### src/rtl/bytepair_fetch_pkg.sv
package bytepair_fetch_pkg;

   typedef enum logic [2:0] {
      CMD_NEXT      = 3'd0,
      CMD_NEXT_MASK = 3'd1,
      CMD_JUMP      = 3'd2,
      CMD_JUMP_MASK = 3'd3,
      CMD_BYTE      = 3'd4,
      CMD_WORD      = 3'd5
   } cmd_e;

   typedef enum logic [2:0] {
      ST_HALT,
      ST_WAIT,
      ST_RD_OP,
      ST_RD_BYTE,
      ST_RD_WORD,
      ST_OFFER
   } state_e;

   typedef enum logic [1:0] {
      PC_HOLD,
      PC_LOAD,
      PC_BACK
   } pc_op_e;

   typedef enum logic [1:0] {
      HB_HOLD,
      HB_CLEAR,
      HB_LOAD
   } hb_op_e;

endpackage

### src/rtl/fetch_pc.sv
module fetch_pc
   import bytepair_fetch_pkg::*;
#(
   parameter int AW = 16
) (
   input  logic          clk,
   input  logic          rst_n,
   input  pc_op_e        op_i,
   input  logic [AW-1:0] val_i,
   output logic [AW-1:0] pc_o,
   output logic [AW-1:0] pc_inc_o
);
   localparam logic [AW-1:0] ONE = AW'(1);

   logic [AW-1:0] pc_q;

   always_ff @(posedge clk or negedge rst_n) begin
      if (!rst_n) begin
         pc_q <= '0;
      end else begin
         unique case (op_i)
            PC_LOAD: pc_q <= val_i;
            PC_BACK: pc_q <= val_i - ONE;
            default: pc_q <= pc_q;
         endcase
      end
   end

   assign pc_o     = pc_q;
   assign pc_inc_o = pc_q + ONE;
endmodule

### src/rtl/fetch_bytebuf.sv
module fetch_bytebuf
   import bytepair_fetch_pkg::*;
#(
   parameter int BYTE_W = 8
) (
   input  logic              clk,
   input  logic              rst_n,
   input  hb_op_e            op_i,
   input  logic [BYTE_W-1:0] val_i,
   output logic [BYTE_W-1:0] byte_o,
   output logic              pend_o
);
   logic [BYTE_W-1:0] hold_q;

   always_ff @(posedge clk or negedge rst_n) begin
      if (!rst_n) begin
         hold_q <= '0;
      end else begin
         unique case (op_i)
            HB_CLEAR: hold_q <= '0;
            HB_LOAD:  hold_q <= val_i;
            default:  hold_q <= hold_q;
         endcase
      end
   end

   assign byte_o = hold_q;
   // a zero byte doubles as "nothing held"
   assign pend_o = |hold_q;
endmodule

### src/rtl/fetch_irq_gate.sv
module fetch_irq_gate #(
   parameter int WDC_W = 4
) (
   input  logic             check_i,
   input  logic             pend_i,
   input  logic [WDC_W-1:0] wake_dis_i,
   output logic             take_o
);
   assign take_o = check_i && pend_i && (wake_dis_i == '0);
endmodule

### src/rtl/bytepair_fetch.sv
module bytepair_fetch
   import bytepair_fetch_pkg::*;
#(
   parameter int AW      = 16,
   parameter int BYTE_W  = 8,
   parameter int WDC_W   = 4,
   parameter bit IRQ_REG = 1'b0
) (
   input  logic                  clk,
   input  logic                  rst_n,
   input  logic                  start_i,
   input  logic                  cmd_valid_i,
   output logic                  cmd_ready_o,
   input  logic [2:0]            cmd_kind_i,
   input  logic [AW-1:0]         jump_word_i,
   input  logic                  jump_odd_i,
   output logic                  op_valid_o,
   input  logic                  op_ready_i,
   output logic [BYTE_W-1:0]     op_byte_o,
   output logic                  opnd_valid_o,
   output logic [2*BYTE_W-1:0]   opnd_word_o,
   output logic                  mem_req_o,
   output logic [AW-1:0]         mem_addr_o,
   input  logic [2*BYTE_W-1:0]   mem_rdata_i,
   input  logic                  irq_pend_i,
   input  logic [WDC_W-1:0]      wake_dis_i,
   output logic                  irq_take_o,
   output logic [AW-1:0]         pc_o,
   output logic [BYTE_W-1:0]     buf_o
);
   localparam int WORD_W = 2 * BYTE_W;

   if (AW < 2) begin : g_bad_aw
      $error("bytepair_fetch: AW must be at least 2");
   end
   if (BYTE_W < 4) begin : g_bad_bw
      $error("bytepair_fetch: BYTE_W must be at least 4");
   end
   if (WDC_W < 1) begin : g_bad_wdc
      $error("bytepair_fetch: WDC_W must be at least 1");
   end

   state_e              state_q, state_d;
   logic                odd_q, odd_d;
   logic [BYTE_W-1:0]   op_q, op_d;
   logic                op_ld;
   logic [WORD_W-1:0]   opnd_q, opnd_d;
   logic                opnd_ld;
   logic                opnd_v_q;
   logic                take_q;

   pc_op_e              pc_op;
   logic [AW-1:0]       pc_val;
   logic [AW-1:0]       pc_cur, pc_inc;
   hb_op_e              hb_op;
   logic [BYTE_W-1:0]   hb_val;
   logic [BYTE_W-1:0]   hb_cur;
   logic                hb_pend;

   logic [BYTE_W-1:0]   rd_hi, rd_lo;
   logic                cmd_fire;
   cmd_e                kind;
   logic                chk_irq;
   logic                irq_pend_s;
   logic [WDC_W-1:0]    wake_dis_s;
   logic                take;

   fetch_pc #(.AW(AW)) u_pc (
      .clk      (clk),
      .rst_n    (rst_n),
      .op_i     (pc_op),
      .val_i    (pc_val),
      .pc_o     (pc_cur),
      .pc_inc_o (pc_inc)
   );

   fetch_bytebuf #(.BYTE_W(BYTE_W)) u_hold (
      .clk    (clk),
      .rst_n  (rst_n),
      .op_i   (hb_op),
      .val_i  (hb_val),
      .byte_o (hb_cur),
      .pend_o (hb_pend)
   );

   // interrupt inputs used either directly or after one register stage
   if (IRQ_REG) begin : g_irq_reg
      logic             pend_q;
      logic [WDC_W-1:0] wdc_q;
      always_ff @(posedge clk or negedge rst_n) begin
         if (!rst_n) begin
            pend_q <= 1'b0;
            wdc_q  <= '0;
         end else begin
            pend_q <= irq_pend_i;
            wdc_q  <= wake_dis_i;
         end
      end
      assign irq_pend_s = pend_q;
      assign wake_dis_s = wdc_q;
   end else begin : g_irq_direct
      assign irq_pend_s = irq_pend_i;
      assign wake_dis_s = wake_dis_i;
   end

   fetch_irq_gate #(.WDC_W(WDC_W)) u_gate (
      .check_i    (chk_irq),
      .pend_i     (irq_pend_s),
      .wake_dis_i (wake_dis_s),
      .take_o     (take)
   );

   assign rd_hi    = mem_rdata_i[WORD_W-1:BYTE_W];
   assign rd_lo    = mem_rdata_i[BYTE_W-1:0];
   assign cmd_fire = (state_q == ST_WAIT) && cmd_valid_i;
   assign kind     = cmd_e'(cmd_kind_i);

   // check only unmasked next/jump that really need a new word
   assign chk_irq = cmd_fire &&
                    ((kind == CMD_JUMP) || ((kind == CMD_NEXT) && !hb_pend));

   always_comb begin
      state_d    = state_q;
      odd_d      = odd_q;
      op_ld      = 1'b0;
      op_d       = op_q;
      opnd_ld    = 1'b0;
      opnd_d     = opnd_q;
      pc_op      = PC_HOLD;
      pc_val     = pc_inc;
      hb_op      = HB_HOLD;
      hb_val     = '0;
      mem_req_o  = 1'b0;
      mem_addr_o = pc_inc;

      unique case (state_q)
         ST_HALT: begin
            if (start_i) begin
               mem_req_o  = 1'b1;
               mem_addr_o = pc_inc;
               pc_op      = PC_LOAD;
               pc_val     = pc_inc;
               odd_d      = hb_pend;
               hb_op      = HB_CLEAR;
               state_d    = ST_RD_OP;
            end
         end

         ST_WAIT: begin
            if (cmd_valid_i) begin
               case (kind)
                  CMD_NEXT, CMD_NEXT_MASK: begin
                     if (hb_pend) begin
                        op_ld   = 1'b1;
                        op_d    = hb_cur;
                        hb_op   = HB_CLEAR;
                        state_d = ST_OFFER;
                     end else if (take) begin
                        state_d = ST_HALT;
                     end else begin
                        mem_req_o  = 1'b1;
                        mem_addr_o = pc_inc;
                        pc_op      = PC_LOAD;
                        pc_val     = pc_inc;
                        odd_d      = 1'b0;
                        state_d    = ST_RD_OP;
                     end
                  end
                  CMD_JUMP, CMD_JUMP_MASK: begin
                     if (take) begin
                        pc_op   = PC_BACK;
                        pc_val  = jump_word_i;
                        hb_op   = HB_LOAD;
                        hb_val  = {{(BYTE_W-1){1'b0}}, jump_odd_i};
                        state_d = ST_HALT;
                     end else begin
                        mem_req_o  = 1'b1;
                        mem_addr_o = jump_word_i;
                        pc_op      = PC_LOAD;
                        pc_val     = jump_word_i;
                        odd_d      = jump_odd_i;
                        hb_op      = HB_CLEAR;
                        state_d    = ST_RD_OP;
                     end
                  end
                  CMD_BYTE: begin
                     if (hb_pend) begin
                        opnd_ld = 1'b1;
                        opnd_d  = {{BYTE_W{1'b0}}, hb_cur};
                        hb_op   = HB_CLEAR;
                     end else begin
                        mem_req_o  = 1'b1;
                        mem_addr_o = pc_inc;
                        pc_op      = PC_LOAD;
                        pc_val     = pc_inc;
                        state_d    = ST_RD_BYTE;
                     end
                  end
                  CMD_WORD: begin
                     mem_req_o  = 1'b1;
                     mem_addr_o = pc_inc;
                     pc_op      = PC_LOAD;
                     pc_val     = pc_inc;
                     hb_op      = HB_CLEAR;
                     state_d    = ST_RD_WORD;
                  end
                  default: begin
                     state_d = ST_WAIT;
                  end
               endcase
            end
         end

         ST_RD_OP: begin
            op_ld = 1'b1;
            if (odd_q) begin
               op_d  = rd_lo;
               hb_op = HB_CLEAR;
            end else begin
               op_d   = rd_hi;
               hb_op  = HB_LOAD;
               hb_val = rd_lo;
            end
            odd_d   = 1'b0;
            state_d = ST_OFFER;
         end

         ST_RD_BYTE: begin
            opnd_ld = 1'b1;
            opnd_d  = {{BYTE_W{1'b0}}, rd_lo};
            hb_op   = HB_LOAD;
            hb_val  = rd_hi;
            state_d = ST_WAIT;
         end

         ST_RD_WORD: begin
            opnd_ld = 1'b1;
            opnd_d  = mem_rdata_i;
            state_d = ST_WAIT;
         end

         ST_OFFER: begin
            if (op_ready_i) begin
               state_d = ST_WAIT;
            end
         end

         default: begin
            state_d = ST_HALT;
         end
      endcase
   end

   always_ff @(posedge clk or negedge rst_n) begin
      if (!rst_n) begin
         state_q  <= ST_HALT;
         odd_q    <= 1'b0;
         op_q     <= '0;
         opnd_q   <= '0;
         opnd_v_q <= 1'b0;
         take_q   <= 1'b0;
      end else begin
         state_q  <= state_d;
         odd_q    <= odd_d;
         opnd_v_q <= opnd_ld;
         take_q   <= take;
         if (op_ld) begin
            op_q <= op_d;
         end
         if (opnd_ld) begin
            opnd_q <= opnd_d;
         end
      end
   end

   assign cmd_ready_o  = (state_q == ST_WAIT);
   assign op_valid_o   = (state_q == ST_OFFER);
   assign op_byte_o    = op_q;
   assign opnd_valid_o = opnd_v_q;
   assign opnd_word_o  = opnd_q;
   assign irq_take_o   = take_q;
   assign pc_o         = pc_cur;
   assign buf_o        = hb_cur;
endmodule

### config.mk
export PLATFORM = sky130hd
export DESIGN_NAME = bytepair_fetch
export DESIGN_NICKNAME = d
export VERILOG_FILES = /design/src/rtl/bytepair_fetch_pkg.sv /design/src/rtl/fetch_pc.sv /design/src/rtl/fetch_bytebuf.sv /design/src/rtl/fetch_irq_gate.sv /design/src/rtl/bytepair_fetch.sv
export SDC_FILE = /design/constraint.sdc
export NUM_CORES = 1
export LEC_CHECK = 0
export ABC_CLOCK_PERIOD_IN_PS = 5400
export BUFFER_PORTS_ARGS = -buffer_cell sky130_fd_sc_hd__buf_4
export CAP_MARGIN = 10
export CORE_MARGIN = 2
export CORE_UTILIZATION = 56
export DETAILED_ROUTE_END_ITERATION = 8
export PLACE_DENSITY = 0.88
export SETUP_SLACK_MARGIN = 0.15
export SLEW_MARGIN = 20
export SYNTH_ARGS = -nofsm -noshare
export SYNTH_HDL_FRONTEND = slang
export SYNTH_SLANG_ARGS = --single-unit
### constraint.sdc
create_clock -name clk -period 5.4 [get_ports clk]
set_clock_uncertainty 0.05 [all_clocks]
set_input_delay 0 -clock clk [delete_from_list [all_inputs] [get_ports clk]]
set_output_delay 0 -clock clk [all_outputs]
set_load 0.01 [all_outputs]
# After elaboration in Yosys (flattened, before gate mapping)
# Cells that the tools add are included.
# totals
ff_bits	54
out_inout_bits	69
# op_classes
addsub	2
n_eq_ne	25
n_mux	65
n_reduce_logical	24
# ops
operator	count
$mux 16	10
$pmux 16 s3	1
$mux 8	5
$pmux 16 s2	1
$pmux 8 s2	2
$pmux 8 s3	1
$mux 1	23
$add 16x1->16 const B	1
$pmux 2 s4	2
$sub 16x1->16 const B	1
$mux 3	5
$pmux 3 s5	1
$eq 3x2->1 const B	4
$eq 3x3->1 const B	4
$ne 3x3->1 const B	4
$pmux 3 s4	1
$mux 2	5
$reduce_and 5->1	2
$ne 2x1->1 const B	4
$pmux 1 s2	4
$reduce_or 8->1	1
$reduce_and 7->1	1
$eq 3x1->1 const B	2
$logic_not 3->1	2
17 further kinds	29

# Logic depth before layout (Yosys ltp)
# Gate-level depths: netlist (run 1).
# depth
depth_word	14
mapped_depth	14

# By module
# A second synthesis (run 1) with hierarchy kept.
# hier_totals
hier_cells	395
hier_area_um2	3684.8
# modules_own_cells
module	n_inst	cells_per_inst	area_each_um2
bytepair_fetch	1	222	2154.6
fetch_pc	1	132	1161.1
fetch_bytebuf	1	39	356.6
fetch_irq_gate	1	2	12.5

# Worst setup path before layout (run 1)
# Ideal clock, no wire load.
# synth_path
kind	register to register
start	register state_q[1]
end	register u_pc.pc_q[14] (netlist: u_pc.pc_o[14])
setup_ns	0.082
arrival_ns	3.097
t_required_ns	5.268
slack_ns	2.171
stages_incl_launch_ff	15
n_path_buf	3
synth_period_minus_slack_ns	3.229
cell_sequence	dfrtp_1 -> buf_6 -> and4bb_4 -> nand2_4 -> buf_2 -> buf_1 -> nor2_1 -> and2_1 -> ha_1 -> nand2_1 -> a21oi_1 -> and2b_1 -> nand4_4 -> or3_1 -> a31oi_1
# synth_via
elab_chain_cells	12
# synth_rtl
item	line_no	rtl
start, declared	bytepair_fetch.sv:43	state_e state_q, state_d;
start signal, assigned	bytepair_fetch.sv:263	state_q <= state_d;
$eq 3x1->1	bytepair_fetch.sv:115, bytepair_fetch.sv:136	
$logic_and 1x1->1	bytepair_fetch.sv:115	assign cmd_fire = (state_q == ST_WAIT) && cmd_valid_i;
$logic_and 1x1->1	bytepair_fetch.sv:119	assign chk_irq = cmd_fire &&
$logic_and 1x1->1 (2 in a row)	fetch_irq_gate.sv:9	assign take_o = check_i && pend_i && (wake_dis_i == '0);
$mux 1	bytepair_fetch.sv:158	end else if (take) begin
$mux 1	bytepair_fetch.sv:153	if (hb_pend) begin
$pmux 2 s4	bytepair_fetch.sv:151	case (kind)
$mux 2	bytepair_fetch.sv:150	if (cmd_valid_i) begin
$pmux 2 s2	bytepair_fetch.sv:136	unique case (state_q)
$eq 2x2->1 / $eq 2x1->1 (equally long branches)	fetch_pc.sv:21	unique case (op_i)
$pmux 16 s2 / $reduce_bool 2->1 (equally long branches)	--	
end signal, assigned	fetch_pc.sv:22	PC_LOAD: pc_q <= val_i;
end signal, assigned	fetch_pc.sv:23	PC_BACK: pc_q <= val_i - ONE;
end signal, assigned	fetch_pc.sv:24	default: pc_q <= pc_q;
end, declared	fetch_pc.sv:15	logic [AW-1:0] pc_q;
# Several ways; a longest one is shown, not always the timed one.
# A chain may end at the register's enable or synchronous reset.

# Worst setup path after layout (run 1)
# layout_path
start	register state_q[2]
end	register u_pc.pc_q[14] (netlist: u_pc.pc_o[14])
# The elaborated chain is that of the path after synthesis.

==> results of run 1 <==
cells by family (layout without fill, tap and decap cells):
logic type | Yosys count | in the layout | share of synthesized area (%)
adder cells (fa/ha/maj) | 7 | 7 | 2.29
AO/OA/AOI/OAI | 140 | 140 | 23.1
multiplexers | 27 | 27 | 7.28
XOR/XNOR | 22 | 22 | 5.03
flip-flops | 54 | 54 | 35.3
AND/OR/NAND/NOR | 165 | 165 | 22.7
buffers and inverters | 37 | 157 | 4.37
state kept, by name, summed over array words and instances, names as in the netlist:
signal         cells
opnd_word_o       16
u_hold.byte_o      8
opnd_valid_o       1
op_byte_o          8
state_q            3
odd_q              1
u_pc.pc_o         16
irq_take_o         1
layout make-up:
type	count	area, um^2
Inverter	11	41.3
Clock inverter	2	16.3
Fill cell	472	1710
Clock buffer	6	82.6
Timing Repair Buffer	138	1090
Sequential cell	54	1350
Multi-Input combinational cell	361	2330
Tap cell	80	100
worst max-delay path: stages (launching register included):
cell and delay (ns):
dfrtp_1 0.52, and4bb_4 0.45, nand2_4 0.19, nor2_1 0.31
and2_1 0.17, ha_1 0.26, nand2_1 0.18, a21oi_1 0.32
and2b_1 0.29, nand4_4 0.13, or3_1 0.37, a31oi_1 0.16
worst max-delay path by stage:
stage | start | slack, ns | end | cells after the start
2_1_floorplan | state_q[1] | 2.17 | u_pc.pc_o[14] | 14
5_1_grt | state_q[1] | 1.62 | u_pc.pc_o[14] | 12
6_report | state_q[2] | 1.91 | u_pc.pc_o[14] | 11
3_3_place_gp | state_q[2] | 2.17 | u_pc.pc_o[14] | 11
4_1_cts | state_q[2] | 1.98 | u_pc.pc_o[14] | 11
3_5_place_dp | state_q[2] | 2.07 | u_pc.pc_o[14] | 11
power by group through the flow:
stage | Clock (mW) | Combinational (mW) | Sequential, mW
detailed placement | 0 | 1.20 | 0.707
finish | 0.248 | 1.24 | 0.708
CTS | 0.250 | 1.22 | 0.700
floorplan | 0 | 0.768 | 0.671
global route | 0.270 | 1.35 | 0.727
global placement | 0 | 1.18 | 0.698
placed cells by master, fill, tap and decap left out, types with 2 or more instances in the layout:
cell type,instances
dlygate4sd3_1,21
nor2_1,37
ha_1,7
xnor2_1,13
nor3_1,13
mux2i_1,20
a22oi_1,8
and2_1,3
o22ai_1,2
o31ai_1,3
a21o_1,5
or4_1,5
nand3_1,7
a31oi_1,16
o21ai_0,49
mux2_2,7
a31o_2,2
o31ai_2,2
clkbuf_8,6
nor4_1,9
nor3_2,2
xor2_1,9
inv_1,11
or3_1,9
nand2_1,55
dfrtp_1,54
nand2b_1,2
o32ai_1,2
a22o_1,9
nor2b_1,3
a21oi_1,26
nand4_4,2
nand4_1,2
o21ai_1,2
buf_4,117
nand3b_1,2
per-stage QoR:
stage                     instances  hold WS (ns)  area [um^2]
after floorplan                 452        -0.346         3830
after global placement          623        0.0313         4690
after detailed placement        623        0.0389         4690
after CTS                       651       0.00100         4990
after global routing            652        0.0541         5010
final                           652        0.0616         5010
timing repair:
item / CTS / global route
hold buffers: 20 / 1
endpoints found under the hold margin: 76 / 1
setup buffers: 0 / 0
cell usage after synthesis (all sizes together), types with 8 or more instances:
| cell type | n | area share, % |
|---|---|---|
| a21oi | 27 | 3.5 |
| a22o | 9 | 2.1 |
| a22oi | 8 | 1.6 |
| a31oi | 16 | 2.6 |
| buf | 11 | 1.8 |
| clkbuf | 15 | 1.5 |
| dfrtp | 54 | 35 |
| inv | 11 | 1.1 |
| mux2i | 20 | 5.2 |
| nand2 | 57 | 5.8 |
| nand3 | 8 | 1.2 |
| nor2 | 38 | 3.9 |
| nor3 | 15 | 2.2 |
| nor4 | 9 | 1.5 |
| o21ai | 52 | 6.8 |
| or3 | 9 | 1.5 |
| xnor2 | 13 | 3.0 |
| xor2 | 9 | 2.1 |
layer usage:
layer  share of wire [%]  GRT usage, %  vias up
met5                   0             0        -
met4                 3.1          11.2        0
met3                 8.2          4.00       34
met2                  48          50.3      241
met1                  41          42.1     1898
li1                    -             -     1892
==> qor.yml, run 1 <==
run_status:
  status: "finished, final reports clean"
flow_run:
  cap_violations: 0
global_routing:
  grt_max_degree: 55
  grt_pass1_wl_um: 18600
  grt_pass1_vias: 3829
  grt-ovfl-total: 0
  antenna_found_initial: 0
  grt_usage_pct: 30.8
synthesis:
  synth_edf_count: 0
  synthFlopType: "dfrtp_1"
  synth-seq-area-share_pct: 35.3
  ys_warn_count: 0
  syn_nets: 505
  async_flop_share_pct: 100
  syn_inst: 452
  syn_avg_cell_area_um2: 8.48
  synth-seq-cells: 54
  ys_types: 64
  syn-cell-area_um2: 3830
power:
  pwr-share-comb_pct: 56.4
  pwr-share-seq_pct: 32.3
  finalPower_mw: 2.19
  p_int_mw: 1.19
  vdd.ir_drop.worst_uv: 193
  power_switching_mw: 1.00
  clkPwrFrac_pct: 11.3
  switching_share_pct: 45.7
  p_leak_nw: 2.30
  cellPowerDensity_nw_per_um2: 438
hold_path:
  hold_class: "in -> reg"
  worstHoldPathCells: 5
  holdPathEnd: "u_pc.pc_o[15]"
  hp-start: "jump_word_i[15]"
routing:
  ant_nets: 0
  detail_route.wl_per_cell_um: 17.8
  first_pass_iters: 6
  vias: 4065
  drc: 0
  drt-initial-drc-count: 322
  wl_um: 11600
  viasPerCell: 6.23
setup_path:
  reg2reg_slack_ns: 1.91
  worstPathArrival_ns: 3.68
  cp-end-kind: "register"
  r2r-end: "u_pc.pc_o[14]"
  crit_type: "reg -> reg"
  cp.required_ns: 5.59
  r2r_cells: 11
  rr_startpoint: "state_q[2]"
  setup.worst_path.start_class: "register"
  crit_fanout: 26
sta:
  setup_tns_ns: 0
  slew_headroom_pct: 50.2
  setup_viol: 0
  fin_crit_ns: 3.49
  max_freq_mhz: 287
  hold_violations: 0
  worstMarginPinSlew_ns: 0.744
  rsz0062_at_grt: "false"
  setup_ws_ns: 1.91
  fin_crit_sh_pct: 64.6
  drv_slew: 0
die:
  rows: 30
  core_um2: 6720
  initial_core_util_pct: 57.0
  dieArea_um2: 7520
  pin_count: 115
  die_x_um: 86.7
  dieHeight_um: 86.7
layout:
  final_net_count: 624
  areaGrowthSynthToFinish_pct: 30.7
  diodes: 0
  finalCoreUtilization_pct: 74.5
  drive_gt1_share_pct: 26.4
clocking:
  htree_num_levels: 2
  cts_buffer_depth: 2
  post_cts_resized: 0
  cts_buffers: 5
  clock-sinks: 54
  clock-root-buffer: "clkbuf_8"
  insertion_delay_ns: 0.31
  cts_tree: "done"
  clk_pin_slew_worst_paths_ns: 0.10
place:
  dp_hpwl_um: 8050
  gp_congestion: 0.913
  dpl_worst_slack_ns: 2.07
  port_buffers: 114
Note: power is estimated with default switching activity, not from simulation.
==> inputs of run 2 (changes only) <==
--- a/config.mk
+++ b/config.mk
@@ -5,13 +5,13 @@
 export SDC_FILE = /design/constraint.sdc
 export NUM_CORES = 1
 export LEC_CHECK = 0
-export ABC_CLOCK_PERIOD_IN_PS = 5400
+export ABC_CLOCK_PERIOD_IN_PS = 3700
 export BUFFER_PORTS_ARGS = -buffer_cell sky130_fd_sc_hd__buf_4
 export CAP_MARGIN = 10
 export CORE_MARGIN = 2
-export CORE_UTILIZATION = 56
+export CORE_UTILIZATION = 52
 export DETAILED_ROUTE_END_ITERATION = 8
-export PLACE_DENSITY = 0.88
+export PLACE_DENSITY = 0.82
 export SETUP_SLACK_MARGIN = 0.15
 export SLEW_MARGIN = 20
 export SYNTH_ARGS = -nofsm -noshare
==> constraint.sdc (replaced) <==
create_clock -name clk -period 3.7 [get_ports clk]
set_clock_uncertainty 0.05 [all_clocks]
set_input_delay 0 -clock clk [delete_from_list [all_inputs] [get_ports clk]]
set_output_delay 0 -clock clk [all_outputs]
set_load 0.01 [all_outputs]
==> qor.yml, run 2 (same netlist as run 1, synthesis figures left out) <==
run_status:
  status: "finished, final reports clean"
hold_path:
  hold_class: "in -> reg"
setup_path:
  critical_path_buf_inv_count: 0
  slowest_delay_ns: 0.54
  worstSetupPathDepth: 11
  crit_slowest_cell: "dfrtp_1"
  setup.worst_path.start_class: "register"
  worstSetupStartpoint: "state_q[1]"
  cp.required_ns: 3.90
  r2r_cells: 11
  worstPathArrival_ns: 3.49
  reg2reg_slack_ns: 0.41
  rr_startpoint: "state_q[1]"
  path_cells: "and4bb_4 > nand2_4 > nor2_2 > and2_1 > ha_1 > nand2_1 > a21oi_2 > and2b_1 > nand4_4 > or3_1 > a31oi_1"
  cp-end-kind: "register"
  crit_fanout: 26
  r2r-end: "u_pc.pc_o[14]"
  critPathCapture: "u_pc.pc_o[14]"
  critPathTopFamily: "simple AND/OR/NAND/NOR gates"
  crit_type: "reg -> reg"
sta:
  hold_violations: 0
  drv_slew: 0
  worstMarginPinSlew_ns: 0.989
  setup_viol: 0
  fin_crit_ns: 3.29
  slew_headroom_pct: 34.0
  fin_crit_sh_pct: 88.8
  max_freq_mhz: 304
  setup_tns_ns: 0
  rsz0062_at_grt: "false"
routing:
  first_pass_iters: 6
  ant_nets: 0
  wl_um: 12200
  detail_route.wl_per_cell_um: 18.2
  vias: 4159
  viasPerCell: 6.17
  drt-initial-drc-count: 462
  drc: 0
power:
  clkPwrFrac_pct: 12.8
  p_leak_nw: 2.32
  cellPowerDensity_nw_per_um2: 653
  p_int_mw: 1.81
  power_switching_mw: 1.50
  pwr-share-seq_pct: 30.9
  switching_share_pct: 45.3
  finalPower_mw: 3.31
  pwr-share-comb_pct: 56.3
  vdd.ir_drop.worst_uv: 272
place:
  dp_hpwl_um: 8350
  dp.cells: 646
  gp_congestion: 0.921
  port_buffers: 114
layout:
  layout.area.seq_um2: 1350
  final_net_count: 627
  multiInputGateArea_um2: 2330
  final_common_cell: "buf_4"
  areaGrowthSynthToFinish_pct: 32.4
  drive_gt1_share_pct: 27.1
  final_cell_mix: "buf_4 (121), nand2_1 (55), dfrtp_1 (54)"
  diodes: 0
  fillers: 546
  layoutNonFillerInstCount: 674
clocking:
  cts_buffer_depth: 2
  clk_pin_slew_worst_paths_ns: 0.10
  clock-sinks: 54
  clock-root-buffer: "clkbuf_8"
  cts_buffers: 5
  cts_setup_buffers: 0
  insertion_delay_ns: 0.32
  htree_num_levels: 2
  cts_tree: "done"
die:
  dieArea_um2: 8070
  die_x_um: 89.9
  core_um2: 7180
  dieHeight_um: 89.9
  pin_count: 115
  initial_core_util_pct: 53.4
  rows: 31
flow_run:
  cap_violations: 0
global_routing:
  grt_usage_pct: 29.9
  grt-ovfl-total: 0
  grt_max_degree: 55
  grt_pass1_wl_um: 19700
  grt_pass1_vias: 3955
  antenna_found_initial: 0
==> run 2: cell types whose count changed in the layout (fill, tap and decap cells not counted) <==
| cell | change |
|---|---|
| buf_4 | +4 |
| nor2_1 | -1 |
| bufinv_16 | +1 |
| inv_6 | -1 |
| nor2_2 | +1 |
| clkbuf_8 | -1 |
| dlygate4sd3_1 | -1 |
| inv_8 | +1 |
==> run 2: layout make-up <==
type                            count  share of cell area (%)
Multi-Input combinational cell    361                    45.9
Sequential cell                    54                    26.6
Timing Repair Buffer              141                    21.8
Tap cell                           99                    2.44
Clock buffer                        5                    1.36
Clock inverter                      3                   0.962
Inverter                           11                   0.814
==> run 2: routing by layer <==
| metal | wire (um) | part of all wire [%] | GRT usage [%] |
|---|---|---|---|
| met1 | 4920 | 40 | 39.3 |
| met2 | 5870 | 48 | 48.5 |
| met3 | 886 | 7.2 | 4.78 |
| met4 | 569 | 4.6 | 14.4 |
| met5 | 0 | 0 | 0 |
==> run 2: timing repair <==
| action | CTS | global route |
|---|---|---|
| endpoints found under the setup margin | 0 | 2 |
| hold buffers | 20 | 0 |
| hold endpoints to repair | 74 | 0 |
| gates resized for setup | 0 | 2 |
==> run 2: per-stage QoR <==
stage                     area, um^2  worst slack (ns)  util [%]  hold slack (ns)
after global routing            5070             0.228      70.7           0.0598
after floorplan                 3830             0.471         -           -0.346
after global placement          4740             0.522      66.1           0.0319
final                           5070             0.414      70.7           0.0316
after detailed placement        4740             0.385      66.1           0.0348
after CTS                       5060             0.365      70.5           0.0241
==> run 2: worst register-to-register path, delay by kind of cell (launching register included) <==
family	cells	cell delay [ns]
simple gates	8	1.98
flops	1	0.54
compound gates	2	0.37
fa+ha+maj	1	0.28
==> run 2: worst min path at each step <==
stage,start,endpoint,slack [ns],cells after the start
2_1_floorplan,rst_n,irq_take_o,-0.35,0
3_3_place_gp,rst_n,op_byte_o[6],0.03,1
3_5_place_dp,rst_n,op_byte_o[6],0.03,1
4_1_cts,jump_odd_i,odd_q,0.02,3
5_1_grt,jump_odd_i,odd_q,0.06,3
6_report,jump_odd_i,odd_q,0.03,3
==> run 2: power by group through the flow <==
stage / Combinational [mW] / Clock [mW] / Sequential (mW)
after global routing: 2.01 / 0.448 / 1.05
after floorplan: 1.12 / 0 / 0.979
after detailed placement: 1.78 / 0 / 1.02
after CTS: 1.82 / 0.419 / 1.02
after global placement: 1.75 / 0 / 1.01
final: 1.87 / 0.423 / 1.02
==> inputs of run 3 (changes only) <==
==> constraint.sdc (replaced) <==
create_clock -name clk -period 3.7 [get_ports clk]
set_clock_uncertainty 0.05 [all_clocks]
set_input_delay 0.37 -clock clk [delete_from_list [all_inputs] [get_ports clk]]
set_output_delay 0.37 -clock clk [all_outputs]
set_load 0.01 [all_outputs]
==> qor.yml, run 3 (same netlist as run 1, synthesis figures left out) <==
setup_path:
  setup.worst_path.start_class: "register"
  critical_path_buf_inv_count: 1
  path_cells: "and4bb_4 > nand2_4 > buf_4 > o21ai_0 > ha_1 > nand2_1 > a21oi_1 > and2b_1 > nand4_4 > or3_1 > a31oi_1"
  critPathTopFamily: "simple AND/OR/NAND/NOR gates"
  r2r-end: "u_pc.pc_o[14]"
  cp.required_ns: 3.89
  r2r_cells: 11
  crit_type: "reg -> reg"
  cp-end-kind: "register"
  crit_slowest_cell: "dfrtp_1"
  rr_startpoint: "state_q[1]"
  reg2reg_slack_ns: 0.41
  worstSetupPathDepth: 11
  worstPathArrival_ns: 3.47
  crit_fanout: 25
  slowest_delay_ns: 0.54
clocking:
  cts_tree: "done"
  hold_buffers: 0
  clk_pin_slew_worst_paths_ns: 0.11
  cts_buffers: 5
  cts_buffer_depth: 2
  clock-sinks: 54
  insertion_delay_ns: 0.31
  htree_num_levels: 2
  post_cts_resized: 0
  clock-root-buffer: "clkbuf_8"
  cts_setup_buffers: 0
power:
  p_leak_nw: 2.25
  cellPowerDensity_nw_per_um2: 664
  finalPower_mw: 3.25
  vdd.ir_drop.worst_uv: 259
die:
  dieHeight_um: 89.9
  pin_count: 115
  initial_core_util_pct: 53.4
  die_x_um: 89.9
  dieArea_um2: 8070
  core_um2: 7180
  rows: 31
routing:
  detail_route.wl_per_cell_um: 16.8
  drt-initial-drc-count: 359
  first_pass_iters: 5
  vias: 3934
  viasPerCell: 5.99
  wl_um: 11100
  ant_nets: 0
  drc: 0
place:
  dp_hpwl_um: 8290
  dp.cells: 649
  dpl_worst_slack_ns: 0.345
  port_buffers: 114
  gp_congestion: 0.972
  placed_area_um2: 4760
sta:
  setup_ws_ns: 0.412
  fin_crit_sh_pct: 88.9
  max_freq_mhz: 304
  setup_tns_ns: 0
  drv_slew: 0
  fin_crit_ns: 3.29
  slew_headroom_pct: 37.9
  setup_viol: 0
  worstMarginPinSlew_ns: 0.932
  rsz0062_at_grt: "false"
  fin_hold_ws_ns: 0.0250
  hold_violations: 0
layout:
  final_common_cell: "buf_4"
  finalCoreUtilization_pct: 68.1
  final_area_um2: 4890
  drive_gt1_share_pct: 28.1
  final_net_count: 610
  areaGrowthSynthToFinish_pct: 27.6
  diodes: 0
  final_cell_mix: "buf_4 (124), nand2_1 (55), dfrtp_1 (54)"
  layoutNonFillerInstCount: 657
global_routing:
  grt_usage_pct: 26.6
  grt_pass1_vias: 3533
  grt_pass1_wl_um: 17800
  antenna_found_initial: 0
  grt_max_degree: 55
  grt-ovfl-total: 0
hold_path:
  hold_class: "in -> async"
flow_run:
  cap_violations: 0
run_status:
  status: "finished, final reports clean"
[run 3: worst reg2reg max path, stage by stage (launching register included)]
cell	delay, ns
dfrtp_1	0.54
and4bb_4	0.43
nand2_4	0.06
buf_4	0.23
o21ai_0	0.31
ha_1	0.21
nand2_1	0.12
a21oi_1	0.30
and2b_1	0.28
nand4_4	0.14
or3_1	0.37
a31oi_1	0.18
[run 3: area by class of cell]
cell class              count  area [um^2]
fillers                   582         2290
inverters                  11         41.3
clock buffers               5         68.8
flip-flops and latches     54         1350
clock inverters             3         48.8
multi-input cells         361         2320
repair buffers            124          931
well taps                  99          124
[run 3: metal layers]
layer,routed length (um),GRT usage (%),vias up
met5,0,0,-
met3,756,4.27,29
met1,4720,36.7,1867
met4,271,8.08,0
li1,-,-,1863
met2,5320,43.2,175
[run 3: worst max-delay path by stage]
stage          slack, ns     startpoint            end
2_1_floorplan       0.47     state_q[1]  u_pc.pc_o[14]
3_3_place_gp        0.52  wake_dis_i[1]  u_pc.pc_o[14]
3_5_place_dp        0.34  wake_dis_i[1]  u_pc.pc_o[14]
4_1_cts             0.46     state_q[1]  u_pc.pc_o[14]
5_1_grt             0.21     state_q[1]  u_pc.pc_o[14]
6_report            0.41     state_q[1]  u_pc.pc_o[14]
[run 3: power breakdown]
part           switching [mW]  total (mW)  leakage [nW]  internal [mW]
sequential              0.237        1.00         0.704          0.764
clock                   0.215       0.421        0.0563          0.207
combinational           0.995        1.83          1.49          0.831
